--- src/rtl/adc_seq_pkg.sv ---
package adc_seq_pkg;
  typedef enum logic [0:0] {SEQ_IDLE = 1'b0, SEQ_CONV = 1'b1} seq_state_e;

  localparam int unsigned CsrFlagBit  = 7;
  localparam int unsigned CsrIeBit    = 6;
  localparam int unsigned CsrStartBit = 5;
  localparam int unsigned CsrChLsb    = 0;
  localparam int unsigned CsrChW      = 4;
  localparam int unsigned CsrW        = 8;
endpackage

--- src/rtl/adc_csr.sv ---
module adc_csr
  import adc_seq_pkg::*;
(
  input  logic              clk_i,
  input  logic              rst_ni,
  input  logic              wr_en_i,
  input  logic              rd_en_i,
  input  logic [CsrW-1:0]   wdata_i,
  input  logic              hw_set_i,
  input  logic              hw_clr_start_i,
  input  logic              dma_rd_i,
  output logic              flag_o,
  output logic              ie_o,
  output logic              start_o,
  output logic [CsrChW-1:0] ch_o,
  output logic [CsrW-1:0]   csr_rd_o
);
  logic              flag_q, armed_q, ie_q, start_q;
  logic [CsrChW-1:0] ch_q;
  logic              sw_clr;

  assign sw_clr = wr_en_i && !wdata_i[CsrFlagBit] && armed_q;

  always_ff @(posedge clk_i or negedge rst_ni) begin
    if (!rst_ni) begin
      ie_q    <= 1'b0;
      start_q <= 1'b0;
      ch_q    <= '0;
    end else if (wr_en_i) begin
      ie_q    <= wdata_i[CsrIeBit];
      start_q <= wdata_i[CsrStartBit];
      ch_q    <= wdata_i[CsrChLsb +: CsrChW];
    end else if (hw_clr_start_i) begin
      start_q <= 1'b0;
    end
  end

  // hardware set beats any clear and cancels a pending read-arm
  always_ff @(posedge clk_i or negedge rst_ni) begin
    if (!rst_ni) begin
      flag_q  <= 1'b0;
      armed_q <= 1'b0;
    end else if (hw_set_i) begin
      flag_q  <= 1'b1;
      armed_q <= 1'b0;
    end else if (sw_clr || dma_rd_i) begin
      flag_q  <= 1'b0;
      armed_q <= 1'b0;
    end else if (rd_en_i && flag_q) begin
      armed_q <= 1'b1;
    end
  end

  assign flag_o   = flag_q;
  assign ie_o     = ie_q;
  assign start_o  = start_q;
  assign ch_o     = ch_q;
  assign csr_rd_o = {flag_q, ie_q, start_q, 1'b0, ch_q};

  assert_set_wins_R10: assert property (@(posedge clk_i) disable iff (!rst_ni)
    hw_set_i |=> flag_q);
  assert_single_autoclr_R4: assert property (@(posedge clk_i) disable iff (!rst_ni)
    (hw_clr_start_i && !wr_en_i) |=> !start_q);
  assert_clear_needs_arm_R7: assert property (@(posedge clk_i) disable iff (!rst_ni)
    $fell(flag_q) |-> $past(armed_q || dma_rd_i));
endmodule

--- src/rtl/adc_sequencer.sv ---
module adc_sequencer
  import adc_seq_pkg::*;
#(
  parameter int unsigned NUM_CH = 4,
  localparam int unsigned CH_W  = (NUM_CH > 1) ? $clog2(NUM_CH) : 1
) (
  input  logic            clk_i,
  input  logic            rst_ni,
  input  logic            start_en_i,
  input  logic            scan_i,
  input  logic [CH_W-1:0] sel_i,
  input  logic            conv_done_i,
  output logic            conv_start_o,
  output logic [CH_W-1:0] conv_ch_o,
  output logic            res_we_o,
  output logic            hw_set_o,
  output logic            hw_clr_start_o
);
  seq_state_e      state_q;
  logic [CH_W-1:0] cur_q, scan_idx_q;
  logic            scan_q, start_q;
  logic            done_ev, last_hit;

  assign done_ev  = (state_q == SEQ_CONV) && start_en_i && conv_done_i;
  assign last_hit = cur_q >= sel_i;  // >= covers a limit lowered mid-pass

  always_ff @(posedge clk_i or negedge rst_ni) begin
    if (!rst_ni) begin
      state_q    <= SEQ_IDLE;
      cur_q      <= '0;
      scan_idx_q <= '0;
      scan_q     <= 1'b0;
      start_q    <= 1'b0;
    end else begin
      start_q <= 1'b0;
      unique case (state_q)
        SEQ_IDLE: begin
          if (start_en_i) begin
            state_q <= SEQ_CONV;
            start_q <= 1'b1;
            scan_q  <= scan_i;
            cur_q   <= scan_i ? scan_idx_q : sel_i;
          end else begin
            scan_idx_q <= '0;
          end
        end
        SEQ_CONV: begin
          if (!start_en_i) begin
            state_q    <= SEQ_IDLE;
            scan_idx_q <= '0;
          end else if (conv_done_i) begin
            state_q <= SEQ_IDLE;
            if (scan_q) scan_idx_q <= last_hit ? '0 : cur_q + 1'b1;
          end
        end
        default: state_q <= SEQ_IDLE;
      endcase
    end
  end

  assign conv_start_o   = start_q;
  assign conv_ch_o      = cur_q;
  assign res_we_o       = done_ev;
  assign hw_set_o       = done_ev && (!scan_q || last_hit);
  assign hw_clr_start_o = done_ev && !scan_q;

  assert_start_pulse_R3: assert property (@(posedge clk_i) disable iff (!rst_ni)
    conv_start_o |=> !conv_start_o);
  assert_start_enabled_R3: assert property (@(posedge clk_i) disable iff (!rst_ni)
    $rose(conv_start_o) |-> $past(start_en_i));
  assert_stop_idles_R6: assert property (@(posedge clk_i) disable iff (!rst_ni)
    !start_en_i |=> !conv_start_o);
endmodule

--- src/rtl/adc_result_bank.sv ---
module adc_result_bank #(
  parameter int unsigned NUM_CH = 4,
  parameter int unsigned RES_W  = 8,
  localparam int unsigned CH_W  = (NUM_CH > 1) ? $clog2(NUM_CH) : 1
) (
  input  logic             clk_i,
  input  logic             rst_ni,
  input  logic             we_i,
  input  logic [CH_W-1:0]  wr_idx_i,
  input  logic [RES_W-1:0] wr_data_i,
  input  logic [CH_W-1:0]  rd_idx_i,
  output logic [RES_W-1:0] rd_data_o
);
  logic [RES_W-1:0] res_q [NUM_CH];

  for (genvar gi = 0; gi < NUM_CH; gi++) begin : g_res
    always_ff @(posedge clk_i or negedge rst_ni) begin
      if (!rst_ni)                                 res_q[gi] <= '0;
      else if (we_i && (wr_idx_i == CH_W'(gi)))    res_q[gi] <= wr_data_i;
    end
  end

  always_comb begin
    rd_data_o = '0;
    for (int i = 0; i < NUM_CH; i++)
      if (rd_idx_i == CH_W'(i)) rd_data_o = res_q[i];
  end
endmodule

--- src/rtl/adc_seq_ctrl.sv ---
module adc_seq_ctrl
  import adc_seq_pkg::*;
#(
  parameter int unsigned NUM_CH = 4,
  localparam int unsigned CH_W   = (NUM_CH > 1) ? $clog2(NUM_CH) : 1,
  localparam int unsigned ADDR_W = $clog2(NUM_CH + 1)
) (
  input  logic              clk_i,
  input  logic              rst_ni,
  input  logic [ADDR_W-1:0] addr_i,
  input  logic              wr_en_i,
  input  logic              rd_en_i,
  input  logic [7:0]        wdata_i,
  output logic [7:0]        rdata_o,
  input  logic              scan_i,
  input  logic              dma_rd_i,
  output logic              conv_start_o,
  output logic [CH_W-1:0]   conv_ch_o,
  input  logic              conv_done_i,
  input  logic [7:0]        conv_data_i,
  output logic              irq_o
);
  logic              csr_hit, res_hit;
  logic              flag, ie, start_en, hw_set, hw_clr_start, res_we;
  logic [CsrChW-1:0] ch_field;
  logic [7:0]        csr_rd, res_rd;
  logic [CH_W-1:0]   rd_idx;

  assign csr_hit = (addr_i == '0);
  assign res_hit = !csr_hit && (addr_i <= ADDR_W'(NUM_CH));
  assign rd_idx  = CH_W'(addr_i - 1'b1);

  adc_csr u_csr (
    .clk_i, .rst_ni,
    .wr_en_i        (wr_en_i && csr_hit),
    .rd_en_i        (rd_en_i && csr_hit),
    .wdata_i,
    .hw_set_i       (hw_set),
    .hw_clr_start_i (hw_clr_start),
    .dma_rd_i,
    .flag_o         (flag),
    .ie_o           (ie),
    .start_o        (start_en),
    .ch_o           (ch_field),
    .csr_rd_o       (csr_rd)
  );

  adc_sequencer #(.NUM_CH(NUM_CH)) u_seq (
    .clk_i, .rst_ni,
    .start_en_i     (start_en),
    .scan_i,
    .sel_i          (ch_field[CH_W-1:0]),
    .conv_done_i,
    .conv_start_o,
    .conv_ch_o,
    .res_we_o       (res_we),
    .hw_set_o       (hw_set),
    .hw_clr_start_o (hw_clr_start)
  );

  adc_result_bank #(.NUM_CH(NUM_CH), .RES_W(8)) u_res (
    .clk_i, .rst_ni,
    .we_i      (res_we),
    .wr_idx_i  (conv_ch_o),
    .wr_data_i (conv_data_i),
    .rd_idx_i  (rd_idx),
    .rd_data_o (res_rd)
  );

  assign rdata_o = csr_hit ? csr_rd : (res_hit ? res_rd : 8'h00);
  assign irq_o   = flag && ie;
endmodule

--- config.mk ---
export PLATFORM = sky130hd
export DESIGN_NAME = adc_seq_ctrl
export DESIGN_NICKNAME = d
export VERILOG_FILES = /design/src/rtl/adc_seq_pkg.sv /design/src/rtl/adc_csr.sv /design/src/rtl/adc_sequencer.sv /design/src/rtl/adc_result_bank.sv /design/src/rtl/adc_seq_ctrl.sv
export SDC_FILE = /design/constraint.sdc
export NUM_CORES = 1
export LEC_CHECK = 0
export ABC_CLOCK_PERIOD_IN_PS = 2600
export BUFFER_PORTS_ARGS = -buffer_cell sky130_fd_sc_hd__buf_2
export CAP_MARGIN = 25
export CORE_ASPECT_RATIO = 1.75
export CORE_UTILIZATION = 25
export CTS_BUF_LIST = sky130_fd_sc_hd__clkbuf_4
export DETAILED_ROUTE_END_ITERATION = 8
export HOLD_SLACK_MARGIN = 0.12
export PLACE_DENSITY = 0.44
export SYNTH_ARGS = -nofsm -noshare
export SYNTH_HDL_FRONTEND = slang
export SYNTH_HIERARCHICAL = 1
export SYNTH_SLANG_ARGS = --single-unit
--- constraint.sdc ---
create_clock -name clk_i -period 2.6 [get_ports clk_i]
set_input_delay 0.52 -clock clk_i [delete_from_list [all_inputs] [get_ports clk_i]]
set_output_delay 0.52 -clock clk_i [all_outputs]
set_load 0.02 [all_outputs]
==> run summary, run 1 <==
status: completed
biggest cell delay along the critical path: 0.31 ns
number of global-route vias before repair: 1481
YS warnings: 6
final setup fails: 0
Worst-Skew Late Latency: 0.37 ns
startpoint class of the critical path: primary input
syn_area_per_cell: 13.97 sq um
post-CTS setup buffers: 0
CTS H-tree depth: 2
routability cong.: 0.6997
clk slew on worst S/H paths: 0.14 ns
row count: 46
grt ovf: 0
DP Wirelength: 3526 um
crit-path cells: buf_2 > inv_1 > ha_1 > inv_1 > buf_12 > mux4_2 > a22o_1 > buf_2
fin area: 0.002665 sq mm
FF+latch count, synth: 47
Syn Inst Count: 168
total power after layout: 2.198 mW
Netlist cell types: 34
PD cells: 824.6 mW/mm^2
Final Hold Viols: 0
Worst path depth: 8
GRT Util Overall: 11.11%
R2R setup slack: 0.74 ns
CTS Sinks: 47
Total Neg Setup Slack: 0 ns
routed length on met1: 2089 um
largest net degree at the start of global routing: 48
Slew Limit Fails: 0
die area: 0.009795 sq mm
Max VDD drop: 0.1975 mV
CP Data Required Time: 2.08 ns
Vias/cell: 4.375
Setup Crit Path Kind: in -> out
CTS tree: yes
Die W: 75.25 um
initial antenna violation count: 1
# hold bufs at CTS: 0
fin crit share: 90.51%
Yosys top cell by area: dfrtp_1
Post-synth EDFFs: 0
fraction of layout cells with a size suffix above 1: 49.50%
asr flop ratio synth: 100.0%
PostCTS Resize Cnt: 0
# DRC: 0
most frequent cell after synthesis: dfrtp_1
Mapped Area: 0.002347 sq mm
die height: 130.2 um
f_max: 424.9 MHz
IO buf count: 36
num ports: 38
TritonCTS Buffers: 5
delay-heaviest family, CP: buffers and inverters
Avg WL per Cell: 15.22 um
DRT antenna net count: 0
synth cell count leaders: 47 x dfrtp_1, 38 x mux2_2, 11 x inv_1
min Tclk post-route: 2.353 ns
total wire length: 4915 um
top_reg_cell synth: dfrtp_1
Clock Skews: 0.009791 ns
wire length on met3: 155 um
Starting DRT DRC Count: 81
DR WL met2: 2509 um
sequential fraction of the synthesis area: 50.11%
Vias: 1413
Leak: 1.297 nW
Worst Reg2Reg Path Length in Cells: 4
Buffers & Inverters on Critical Path: 5
Final #Nets: 232
effective utilization at floorplan: 25.81%
CP Data Arrival Time: 1.83 ns
worst-path maximum fanout: 8
min-delay worst type: in -> async
Setup crit end kind: primary output
clock buffer depth: 2
Crit Reg-Reg Endpoint: u_res/res_q[26]
slowest stage cell, crit path: mux4_2
highest routed layer: met4
global-route wire length before repair: 7797 um
hold slack: 0.2260 ns
Core Area: 0.009094 sq mm
clk root buf: clkbuf_4
Maximum Capacitance Violations: 0
relative slew slack: 58.99%
ranking of synthesized cells by area: dfrtp_1 50%, mux2_2 18%, mux4_2 7.7%
Area after DPL: 0.002610 sq mm
Slew @ Worst Pin: 0.6152 ns
RSZ-0062 raised after global routing: no
Worst R2R Start: u_csr/start_o
synthesis-to-layout area growth: 13.54%
drt pass-1 iters: 4
Synth top area share: 50.11%
syn_nets: 199
worst max-delay path by stage:
stage | start | slack (ns) | end
after floorplan | addr_i[0] | 0.18 | rdata_o[4]
after global placement | addr_i[0] | 0.24 | rdata_o[4]
after detailed placement | addr_i[0] | 0.22 | rdata_o[4]
after CTS | addr_i[0] | 0.21 | rdata_o[4]
after global routing | addr_i[0] | 0.17 | rdata_o[4]
final | addr_i[0] | 0.25 | rdata_o[1]
cells in the final DEF (no fill, tap or decap), types with 2 or more instances in the layout:
cell / count
mux2_2: 38
a21oi_1: 3
nand3b_2: 2
nand3b_1: 2
dfrtp_1: 47
o21ai_0: 3
a22o_1: 7
and2_1: 3
nor2_1: 3
ha_1: 5
inv_1: 11
mux4_2: 8
buf_2: 36
buf_4: 2
nand2_1: 5
mux2i_1: 2
clkinv_1: 2
clkbuf_4: 6
layout make-up:
cell class	count	area, sq um
fill	989	6429
sequential	47	1176
multi-input combinational	97	1027
timing repair buffer	39	215.2
tap	120	150.1
clock buffer	6	45.04
inverter	11	41.29
clock inverter	2	7.507
antenna	1	2.502
power breakdown:
part           internal, mW  switching, mW
registers             0.978          0.186
clock network         0.111          0.237
logic                 0.404          0.282
layer usage:
metal	vias up	track usage (%)
met4	0	6.427
met1	710	13.37
met5	-	0
li1	660	-
met3	11	2.394
met2	32	17.97
cells by family after synthesis:
group,after synthesis,synth area share (%)
xor gates and xnor gates,1,0.3732
and+or+nand+nor,21,6.556
adders and majority gates,5,2.665
buffers and inverters,24,6.130
other,1,0.1598
AOI/OAI and AO/OA,20,6.769
muxes,49,27.24
DFF,47,50.11
sequential cells by signal, indices dropped and copies added (netlist names):
register            cells
u_csr/armed_q           1
u_csr/flag_o            1
u_seq/scan_idx_q        2
u_csr/ie_o              1
u_csr/ch_o              4
u_csr/start_o           1
u_seq/conv_ch_o         2
u_seq/state_q           1
u_res/res_q            32
u_seq/scan_q            1
u_seq/conv_start_o      1
metrics by stage:
stage	std cells	util (%)	setup WS (ns)
4_1_cts	322	29.28	0.2059
6_report	323	29.31	0.2467
3_5_place_dp	314	28.70	0.2245
3_3_place_gp	314	28.70	0.2358
2_1_floorplan	168	-	0.1836
5_1_grt	323	29.31	0.1681
(Power assumes the default switching activity.)
==> inputs of run 2 (changes only) <==
Settings changed: CTS_BUF_LIST sky130_fd_sc_hd__clkbuf_4 to unset.
==> run 2 against run 1 <==
  * Clock power grew 93%
  * Combinational power is essentially flat
  * Clock-buffer cell count grew 2
  * Setup slack lost 0.0036 ns
  * Register-to-register slack is essentially flat
  * Largest cell class unchanged
==> run summary, run 2 (synthesis gave the netlist of run 1 again) <==
status: completed
Die W: 75.25 um (unchanged)
Core Area: 0.009094 sq mm (unchanged)
min-delay worst type: in -> async
R2R setup slack: 0.75 ns (about the same)
Worst-Skew Late Latency: 0.29 ns (-0.08 ns)
# hold bufs at CTS: 0 (unchanged)
CTS Sinks: 47 (unchanged)
Leak: 1.343 nW (+3.6%)
Final #Nets: 232 (unchanged)
row count: 46 (unchanged)
fin crit share: 90.65% (+0.14 points)
grt ovf: 0 (unchanged)
Starting DRT DRC Count: 55 (-32%)
hold slack: 0.3260 ns (+0.1001 ns)
total wire length: 4929 um (+0.28%)
crit-path cells: buf_2 > inv_1 > ha_1 > inv_1 > buf_12 > mux4_2 > a22o_1 > buf_2
initial antenna violation count: 0 (-1)
# DRC: 0 (unchanged)
Setup crit end kind: primary output
Final Hold Viols: 0 (unchanged)
num ports: 38 (unchanged)
DRT antenna net count: 0 (unchanged)
post-CTS setup buffers: 0 (unchanged)
commonest non-fill, non-tap cells in the layout: 47 x dfrtp_1, 38 x mux2_2, 36 x buf_2
Max VDD drop: 0.3139 mV (+59%)
relative slew slack: 59.14% (+0.16 points)
f_max: 424.3 MHz (-0.15%)
CP Data Required Time: 2.08 ns (about the same)
Clock Skews: 0.005413 ns (-0.004377 ns)
clk root buf: clkbuf_16
biggest cell delay along the critical path: 0.31 ns (about the same)
Total Neg Setup Slack: 0 ns (unchanged)
clk slew on worst S/H paths: 0.06 ns (-0.08 ns)
drt pass-1 iters: 3 (-1)
final setup fails: 0 (unchanged)
largest net degree at the start of global routing: 48 (unchanged)
global-route wire length before repair: 7803 um (about the same)
Maximum Capacitance Violations: 0 (unchanged)
CTS tree: yes
Reg with most FFs: u_res/res_q
Reg area: 0.001176 sq mm (unchanged)
Avg WL per Cell: 15.31 um (+0.60%)
min Tclk post-route: 2.357 ns (+0.003555 ns)
TritonCTS Buffers: 5 (unchanged)
die height: 130.2 um (unchanged)
Vias/cell: 4.363 (-0.26%)
Slew @ Worst Pin: 0.6128 ns (-0.002360 ns)
PostCTS Resize Cnt: 0 (unchanged)
dpl cells: 314 (unchanged)
die area: 0.009795 sq mm (unchanged)
slowest stage cell, crit path: mux4_2
number of global-route vias before repair: 1492 (+0.74%)
synthesis-to-layout area growth: 17.86%
area of the multi-input gates: 0.001027 sq mm (unchanged)
worst-path maximum fanout: 8 (unchanged)
total power after layout: 2.522 mW (+15%)
Setup Crit Path Kind: in -> out
Vias: 1405 (-0.57%)
IO buf count: 36 (unchanged)
DP Wirelength: 3526 um (unchanged)
GRT Util Overall: 11.06% (-0.049 points)
Ant. Diodes: 0 (-1)
max reg flops: 32 (unchanged)
Slew Limit Fails: 0 (unchanged)
CP Data Arrival Time: 1.84 ns (about the same)
CTS H-tree depth: 2 (unchanged)
routability cong.: 0.6997 (unchanged)
Layout Cells excl Fill: 322 (-0.31%)
fraction of layout cells with a size suffix above 1: 50.00% (+0.50 points)
RSZ-0062 raised after global routing: no
startpoint class of the critical path: primary input
PD cells: 911.8 mW/mm^2 (+11%)
effective utilization at floorplan: 25.81% (unchanged)
commonest non-fill, non-tap cell in the layout: dfrtp_1
layout filler cell count: 975 (-1.4%)
clock buffer depth: 2 (unchanged)
==> run 2: power breakdown <==
| part | leakage, nW | switching (mW) | total (mW) | internal [mW] |
|---|---|---|---|---|
| clock network | 0.0772 | 0.261 | 0.670 | 0.409 |
| registers | 0.621 | 0.184 | 1.17 | 0.982 |
| logic | 0.645 | 0.282 | 0.686 | 0.404 |
==> run 2: area by class of cell <==
cell class	count	share of cell area, %
tap	120	5.427
timing repair buffer	39	7.779
multi-input combinational	97	37.13
clock buffer	8	5.654
inverter	11	1.493
sequential	47	42.51
==> run 2: routing by layer <==
layer	global-route usage (%)	vias up	routed length, um
li1	-	662	-
met1	13.07	711	2059
met2	18.71	27	2609
met3	2.394	5	148
met4	5.229	0	112
met5	0	-	0
==> run 2: stage by stage <==
stage | utilization (%) | worst slack [ns] | area (sq um)
2_1_floorplan | - | 0.1836 | 2347
3_3_place_gp | 28.70 | 0.2358 | 2610
3_5_place_dp | 28.70 | 0.2245 | 2610
4_1_cts | 30.42 | 0.2058 | 2766
5_1_grt | 30.42 | 0.1659 | 2766
6_report | 30.42 | 0.2431 | 2766
==> run 2: final timing paths <==
check / startpoint / end / cells past startpoint
max in group asynchronous: rst_ni / u_res/res_q[20] / 2
worst min register to register: u_res/res_q[15] / u_res/res_q[15] / 1
worst max-delay path: addr_i[0] / rdata_o[0] / 8
worst max register to register: u_csr/start_o / u_res/res_q[26] / 4
min in group clk_i: dma_rd_i / u_csr/armed_q / 2
worst min-delay path: rst_ni / u_res/res_q[8] / 2
==> run 2: critical path, delay by kind of cell <==
kind | cells | cell delay [ns]
mux | 1 | 0.31
compound gates | 1 | 0.22
fa+ha+maj | 1 | 0.28
buf+inv | 5 | 0.51
==> inputs of run 3 (changes only) <==
Settings changed: CORE_UTILIZATION 25 to 50, CTS_CLUSTER_DIAMETER set to 40, PLACE_DENSITY 0.44 to 0.74, SKIP_LAST_GASP set to 1.
==> run 3 against run 2 <==
  * Global-route usage grew 9.0 points
  * Cell area is 5.0% lower
  * Combinational power rose by 1%
  * Sequential share of layout area grew 2.2 points
  * Setup slack got worse by 0.14 ns
  * Clock skew shrank 0.0016 ns
  * Hold slack gained 0.077 ns
  * Die area shrank 49%
  * Power fell by 5.9%
  * Critical path type unchanged
  * Largest power group unchanged
  * Highest routed layer unchanged
==> run summary, run 3 (synthesis gave the netlist of run 1 again) <==
# DRC: 0 (unchanged)
Ant. Diodes: 0 (unchanged)
CP Data Required Time: 2.08 ns (about the same)
Max VDD drop: 0.5790 mV (+84%)
Worst-Skew Late Latency: 0.29 ns (about the same)
synthesis-to-layout area growth: 11.99%
commonest non-fill, non-tap cell in the layout: dfrtp_1
part of the power in combinational logic: 29.2% (+2.0 points)
CTS Sinks: 47 (unchanged)
clk root buf: clkbuf_8
PD cells: 902.8 mW/mm^2 (-0.99%)
initial antenna violation count: 0 (unchanged)
Starting DRT DRC Count: 37 (-33%)
clock buffer depth: 2 (unchanged)
final setup fails: 0 (unchanged)
effective utilization at floorplan: 52.82% (+27 points)
Core Area: 0.004444 sq mm (-51%)
Leak: 1.317 nW (-2.0%)
Slew @ Worst Pin: 0.5296 ns (-0.08328 ns)
commonest non-fill, non-tap cells in the layout: 47 x dfrtp_1, 38 x mux2_2, 36 x buf_2
Sequential Power Share: 49.3% (+3.1 points)
total wire length: 4303 um (-13%)
f_max: 400.1 MHz (-5.7%)
CP Data Arrival Time: 1.98 ns (+0.14 ns)
CTS H-tree depth: 2 (unchanged)
clk slew on worst S/H paths: 0.08 ns (+0.02 ns)
switching share of total power: 29.88% (+1.0 points)
Die W: 53.80 um (-29%)
GRT Util Overall: 20.06% (+9.0 points)
drt pass-1 iters: 5 (+2)
Vias/cell: 5.615 (+29%)
PostCTS Resize Cnt: 0 (unchanged)
die height: 92.64 um (-29%)
Maximum Capacitance Violations: 0 (unchanged)
routability cong.: 0.7381 (+5.5%)
fraction of layout cells with a size suffix above 1: 49.25% (-0.75 points)
Avg WL per Cell: 17.08 um (+12%)
Setup crit end kind: primary output
min Tclk post-route: 2.499 ns (+0.1426 ns)
DRT antenna net count: 0 (unchanged)
min-delay worst type: in -> reg
number of global-route vias before repair: 1464 (-1.9%)
fin crit share: 96.13% (+5.5 points)
grt ovf: 0 (unchanged)
largest net degree at the start of global routing: 48 (unchanged)
NetSw: 0.7091 mW (-2.5%)
num ports: 38 (unchanged)
row count: 32 (-30%)
Total Neg Setup Slack: 0 ns (unchanged)
Vias: 1415 (+0.71%)
Reg with most FFs: u_res/res_q
P_int: 1.664 mW (-7.3%)
RSZ-0062 raised after global routing: no
Clock power frac: 21.5% (-5.1 points)
relative slew slack: 64.66% (+5.5 points)
total power after layout: 2.373 mW (-5.9%)
global-route wire length before repair: 6962 um (-11%)
Setup Crit Path Kind: in -> out
Final Hold Viols: 0 (unchanged)
Clock Skews: 0.003815 ns (-0.001598 ns)
DP Wirelength: 3230 um (-8.4%)
worst-path maximum fanout: 8 (unchanged)
status: completed
Final #Nets: 232 (unchanged)
Slew Limit Fails: 0 (unchanged)
max reg flops: 32 (unchanged)
die area: 0.004984 sq mm (-49%)
TritonCTS Buffers: 5 (unchanged)
IO buf count: 36 (unchanged)
startpoint class of the critical path: primary input
CTS tree: yes
run 3: cell types whose count changed in the layout (fill, tap and decap cells not counted), sizes merged:
cell / delta
clkbuf: -2
bufinv: +1
buf: -1
dlygate4sd3: +1
run 3: path summary, 6_finish.rpt:
| kind | slack [ns] | end | start | depth (start not counted) |
|---|---|---|---|---|
| setup reg to reg | 0.78 | u_res/res_q[26] | u_csr/start_o | 4 |
| hold reg to reg | 0.51 | u_res/res_q[9] | u_res/res_q[9] | 1 |
| setup / recovery | 0.10 | rdata_o[0] | addr_i[0] | 7 |
| min in group asynchronous | 0.57 | u_res/res_q[5] | rst_ni | 2 |
| max in group asynchronous | 1.58 | u_csr/ch_o[3] | rst_ni | 3 |
| hold / removal | 0.40 | u_csr/armed_q | dma_rd_i | 2 |
run 3: what timing repair did:
item | 4_1_cts | 5_1_grt
hold buffers | 0 | 1
endpoints found under the hold margin | 0 | 5
buffers inserted | 0 | 0
run 3: layout make-up:
type / count / area [sq um]
timing repair buffer: 39 / 217.7
tap: 51 / 63.81
clock inverter: 1 / 30.03
multi-input combinational: 97 / 1027
clock buffer: 6 / 72.57
inverter: 11 / 41.29
sequential: 47 / 1176
fill: 350 / 1815
run 3: power groups by stage:
| stage | Clock [mW] | Combinational [mW] | Sequential (mW) |
|---|---|---|---|
| after floorplan | 0 | 0.551 | 1.15 |
| after global placement | 0 | 0.665 | 1.15 |
| after detailed placement | 0 | 0.696 | 1.18 |
| after CTS | 0.523 | 0.696 | 1.17 |
| after global routing | 0.554 | 0.758 | 1.20 |
| final | 0.509 | 0.694 | 1.17 |
run 3: metal layers:
metal	global-route usage [%]	share of wire [%]
met1	23.42	40
met2	33.95	55
met3	3.777	3.4
met4	8.991	1.9
met5	0	0
run 3: metrics by stage:
stage                     hold WS [ns]  cell area (sq um)  setup WS (ns)  instances  utilization [%]
after CTS                       0.3968               2599         0.1017        250            58.47
after global placement          0.4770               2496         0.1288        243            56.17
final                           0.4026               2629         0.1005        252            59.15
after global routing            0.3917               2629        0.05985        252            59.15
after floorplan                 0.2244               2347         0.1836        168                -
after detailed placement        0.4872               2496         0.1017        243            56.17
run 3: worst max-delay path, stage by stage:
cell and delay, ns:
buf_2 0.07, inv_1 0.04, ha_1 0.28, inv_1 0.30
mux4_2 0.40, a22o_1 0.22, buf_2 0.15
